`src/rtl/mcart_regfile.sv`:
```
module mcart_regfile #(
  parameter int AW = 16,
  parameter int DW = 8,
  parameter int UWIN_BIT = 5
) (
  input  logic          clk,
  input  logic          rst_n,
  input  logic [AW-1:0] cpu_addr,
  input  logic [DW-1:0] cpu_data,
  input  logic          cpu_wr,
  output logic [DW-1:0] prg_and,
  output logic [DW-1:0] prg_xor,
  output logic [DW-1:0] chr_and,
  output logic [DW-1:0] chr_xor,
  output logic [DW-1:0] ctrl,
  output logic [DW-1:0] user
);

  localparam int TOP = AW - 4;

  logic       in_win, hi_32k, hi_24k, usr_hit, win_wr;
  logic [1:0] sel;

  assign in_win  = cpu_addr[AW-1:TOP] == 4'h5;
  assign hi_32k  = cpu_addr[AW-1];
  assign hi_24k  = hi_32k | (cpu_addr[AW-1:AW-3] == 3'b011);
  assign usr_hit = ctrl[UWIN_BIT] ? hi_24k : hi_32k;
  assign win_wr  = cpu_wr & in_win;
  assign sel     = cpu_addr[1:0];

  always_ff @(posedge clk or negedge rst_n) begin
    if (!rst_n) begin
      prg_and <= '0;
      prg_xor <= '0;
      chr_and <= '0;
      chr_xor <= '0;
      ctrl    <= '0;
      user    <= '0;
    end else begin
      if (win_wr) begin
        case (sel)
          2'd0: prg_and <= cpu_data;
          2'd1: prg_xor <= cpu_data;
          2'd2: chr_and <= cpu_data;
          default: chr_xor <= cpu_data;
        endcase
        if (cpu_addr[2]) ctrl <= cpu_data;
      end
      if (cpu_wr && usr_hit) user <= cpu_data;
    end
  end


  prg_and_load_chk: assert property (@(posedge clk) disable iff (!rst_n)
    (cpu_wr && in_win && sel == 2'd0) |=> prg_and == $past(cpu_data));

  chr_xor_load_chk: assert property (@(posedge clk) disable iff (!rst_n)
    (cpu_wr && in_win && sel == 2'd3) |=> chr_xor == $past(cpu_data));

  ctrl_load_chk: assert property (@(posedge clk) disable iff (!rst_n)
    (cpu_wr && in_win && cpu_addr[2]) |=> ctrl == $past(cpu_data));

  ctrl_hold_chk: assert property (@(posedge clk) disable iff (!rst_n)
    !(cpu_wr && in_win && cpu_addr[2]) |=> $stable(ctrl));

  user_load_chk: assert property (@(posedge clk) disable iff (!rst_n)
    (cpu_wr && usr_hit) |=> user == $past(cpu_data));

  user_low_skip_chk: assert property (@(posedge clk) disable iff (!rst_n)
    (cpu_wr && !ctrl[UWIN_BIT] && !hi_32k) |=> $stable(user));

  below_win_chk: assert property (@(posedge clk) disable iff (!rst_n)
    (cpu_addr[AW-1:TOP] < 4'h5) |=> ($stable(prg_and) && $stable(prg_xor)
      && $stable(chr_and) && $stable(chr_xor) && $stable(ctrl) && $stable(user)));

  no_strobe_chk: assert property (@(posedge clk) disable iff (!rst_n)
    !cpu_wr |=> ($stable(prg_and) && $stable(prg_xor) && $stable(chr_and)
      && $stable(chr_xor) && $stable(ctrl) && $stable(user)));

endmodule

```
`config.mk`:
```
export PLATFORM = sky130hd
export DESIGN_NAME = mcart_regfile
export DESIGN_NICKNAME = d
export VERILOG_FILES = /design/src/rtl/mcart_regfile.sv
export SDC_FILE = /design/constraint.sdc
export NUM_CORES = 1
export LEC_CHECK = 0
export BUFFER_PORTS_ARGS = -buffer_cell sky130_fd_sc_hd__buf_2
export CORE_ASPECT_RATIO = 1.5
export CORE_UTILIZATION = 39
export DETAILED_ROUTE_END_ITERATION = 10
export PLACE_DENSITY_LB_ADDON = 0.08
export SYNTH_ARGS = -nofsm -noshare
export SYNTH_HDL_FRONTEND = slang
export SYNTH_SLANG_ARGS = --single-unit
```
`constraint.sdc`:
```
create_clock -name clk -period 1.7 [get_ports clk]
set_input_delay 0.085 -clock clk [delete_from_list [all_inputs] [get_ports clk]]
set_output_delay 0.085 -clock clk [all_outputs]
set_load 0.02 [all_outputs]
```
* Word-level counts from Yosys, hierarchy flattened
Index checks and enable logic that the tools add are counted.
Operators by class: equal/unequal tests 4, mux-type cells 1, bitwise gates (word level) 3, reduce and logical (&&, ||, !) cells 8
Operators with widths (number):
- AND reduction 2 bit | 5
- == test 4 x 3 -> 1 bit (second input constant) | 1
- == test 3 x 2 -> 1 bit (second input constant) | 1
- OR reduction 3 bit | 1
- == test 2 x 1 -> 1 bit (second input constant) | 1
- == test 2 bit (second input constant) | 1
- zero test 2 bit | 1
- bitwise AND 1 bit | 1
- logical AND 1 bit | 1
- 2-to-1 mux 1 bit | 1
- inverter 1 bit | 1
- OR 1 bit | 1
Word-level totals: bits in registers 48, logic and storage cells 22

* Logic depth before layout (Yosys ltp)
word-level depth 4, mapped depth 5, depth with buffers taken out 3

* Least setup slack after synthesis
No wires, ideal clock.
kind reg2reg, start point register ctrl[5], end point register user[0], arrival 1.324 ns, data required time 1.575 ns, slack 0.251 ns, cell stages (with the launch flop) 4, path buffers 0, clock period less this slack 1.449 ns, cell sequence dfrtp_1 -> and3_2 -> o21ai_2 -> mux2_2
On the way: cells in the longest elaborated chain, start to end 2
RTL lines:
- from (decl) | RTL line 15 | output logic [DW-1:0] ctrl,
- from (signal assigned) | RTL line 47 | if (cpu_addr[2]) ctrl <= cpu_data;
- 2-to-1 mux 1 bit | RTL line 27 | assign usr_hit = ctrl[UWIN_BIT] ? hi_24k : hi_32k;
- logical AND 1 bit | RTL line 49 | if (cpu_wr && usr_hit) user <= cpu_data;
- to (signal assigned) | RTL line 49
- to (decl) | RTL line 16 | output logic [DW-1:0] user
No other way between the ends. A chain may end at the register's enable or synchronous reset.

* Worst setup path after layout
start point register ctrl[5], end point register user[6]
The elaborated chain is that of the path after synthesis.

==> flow_summary.yaml <==
floorplan:
  rows: 31
  ios: 75
  die_y_um: 88.7
  core-area_mm2: 0.00481
  die-area_mm2: 0.00530
  die_x_um: 59.8
  start_util: 0.406
timing:
  maxSlewHeadroom: 0.604
  rsz0062_at_grt: "false"
  maxSlewViolCount: 0
  fin_skew_ps: 4.36
  setup_violations: 0
  finalCritPeriodShare: 0.812
  fmax_mhz: 724
  finalCriticalPeriod_ps: 1380
  finalSetupTns_ps: 0
  hold_viol_final: 0
  max_slew.worst_pin.slew_ps: 594
worst_setup_path:
  cp_slowest_cell: "dfrtp_1"
  worstPathRequired_ps: 1880
  path_cells: "and3_2, o21ai_2, buf_4, mux2_2"
  cp_top_family: "flip-flops"
  critPathMaxStageDelay_ps: 390
  setup.worst_path.start_class: "flip-flop"
  path_class: "flip-flop to flip-flop"
  crit_path_end_kind: "flip-flop"
  crit_fanout: 8
  crit_buf_inv: 1
  cp_data_arrival_time_ps: 1560
clocking:
  clock_latency_ps: 290
  cts_root_buffer: "clkbuf_8"
  ctsResizeCount: 0
  cts.sinks: 48
  clockBufferDepth: 2
  post_cts_buffers: 0
  clk_pin_slew_ps: 90
  cts_tree: "yes"
  cts_buffers: 5
  cts_max_level: 2
cells_and_area:
  final_common_cell: "buf_2"
  drive_gt1_frac: 0.707
  area_growth_pct: 27.0
  nets: 210
  diodes: 0
  layout_common_cells: "65 x buf_2, 48 x dfrtp_1, 32 x mux2_2"
  final_cell_area_mm2: 0.00248
power_and_ir_drop:
  cellPowerDensity_mw_per_mm2: 1150
  ir_worst_vdd_uv: 570
  leakagePower_nw: 1.35
placement:
  dp_hpwl_um: 2730
  gp_congestion: 0.654
  post_dp_cell_area_mm2: 0.00236
  io_buffers: 65
yosys:
  syn_nets: 137
  syn_area_per_cell_um2: 17.8
  syn-cell-area_mm2: 0.00195
  ys_warn_count: 0
  yosysSeqAreaShare: 0.615
  ys_types: 14
  postSynthCellCount: 110
  ys_seq_elements: 48
global_route:
  track_usage: 0.162
  antenna_found_initial: 0
  grt_max_degree: 49
  overflow: 0
  grt_pass1_vias: 1231
  grt_pass1_wl_um: 6210
routing:
  dr.pass1.iters: 3
  ant_nets: 0
  drtIter0Drc: 37
  num_vias: 1166
  routed_wl_um: 3910
  drcViolationCount: 0
  wire_per_inst_um: 15.7
  viasPerCell: 4.66
run:
  drv_cap: 0
min_path:
  hp-class: "input port to flip-flop"
run_status:
  status: "finished, final reports clean"
## metrics by stage
stage	total power, mW	hold WS [ps]	utilization	std cells	setup slack [ps]
global placement	2.07	199	0.491	241	281
CTS	2.89	80.9	0.516	250	301
global route	3.00	91.0	0.516	250	226
floorplan	1.82	-211	-	110	251
detailed placement	2.09	209	0.491	241	252
finish	2.85	87.4	0.516	250	320
## layer usage
metal | routed length [µm] | global-route usage | vias to the layer above | share of wire
li1 | - | - | 538 | -
met1 | 1730 | 0.205 | 576 | 0.44
met2 | 1910 | 0.264 | 46 | 0.49
met3 | 200 | 0.0395 | 6 | 0.051
met4 | 68 | 0.0634 | 0 | 0.017
met5 | 0 | 0 | - | 0
## layout make-up
cell class | instances | area, µm²
Multi-Input combinational cell | 58 | 711
Clock buffer | 6 | 72.6
Sequential cell | 48 | 1200
Clock inverter | 2 | 35.0
Timing Repair Buffer | 70 | 378
Fill cell | 458 | 2330
Tap cell | 66 | 82.6
## what timing repair did
item / in CTS / in global routing
setup endpoints to repair: 0 / 0
hold endpoints to repair: 48 / 0
hold buffers: 1 / 0
## cell usage after synthesis
cell       n  area share
mux2_2    32        0.18
and3_2     1      0.0038
nand3_2    1      0.0051
and3b_1    1      0.0045
and4_4     1      0.0058
nor2b_1    1      0.0032
mux2_4    16        0.12
nor2_1     1      0.0019
buf_6      3       0.017
buf_4      1      0.0038
dfrtp_1   48        0.61
nand4b_4   2       0.024
o21ai_2    1      0.0045
and3_1     1      0.0032
## final timing paths
| kind | slack [ps] | endpoint | startpoint | cells after the start |
|---|---|---|---|---|
| worst max-delay path | 320 | user[6] | ctrl[5] | 4 |
| worst min-delay path | 90 | ctrl[0] | cpu_data[0] | 2 |
| worst max register to register | 320 | user[6] | ctrl[5] | 4 |
| worst min register to register | 500 | user[3] | user[3] | 1 |
| max in group asynchronous | 890 | user[1] | rst_n | 3 |
| min in group asynchronous | 410 | user[5] | rst_n | 3 |
## registers in the layout (all words and copies together), names as in the netlist
register,count
chr_and,8
chr_xor,8
ctrl,8
prg_and,8
prg_xor,8
user,8
## power breakdown
part | internal [mW] | switching (mW) | leakage [nW]
Combinational | 0.296 | 0.372 | 0.671
Clock | 0.436 | 0.354 | 0.0552
Sequential | 1.31 | 0.0853 | 0.621
Total | 2.04 | 0.811 | 1.35
## cells by family after synthesis
kind of cell / count (synthesis) / share of synthesized area
compound gates: 1 / 0.00449
buf+inv: 4 / 0.0211
flops: 48 / 0.615
mux: 48 / 0.307
simple gates: 9 / 0.0519
## worst register-to-register path, cell delays in order, from the launching register on
cell and delay (ps):
dfrtp_1 390, and3_2 220, o21ai_2 100, buf_4 200
mux2_2 350
No activity file was read; power rests on OpenSTA's default activity.
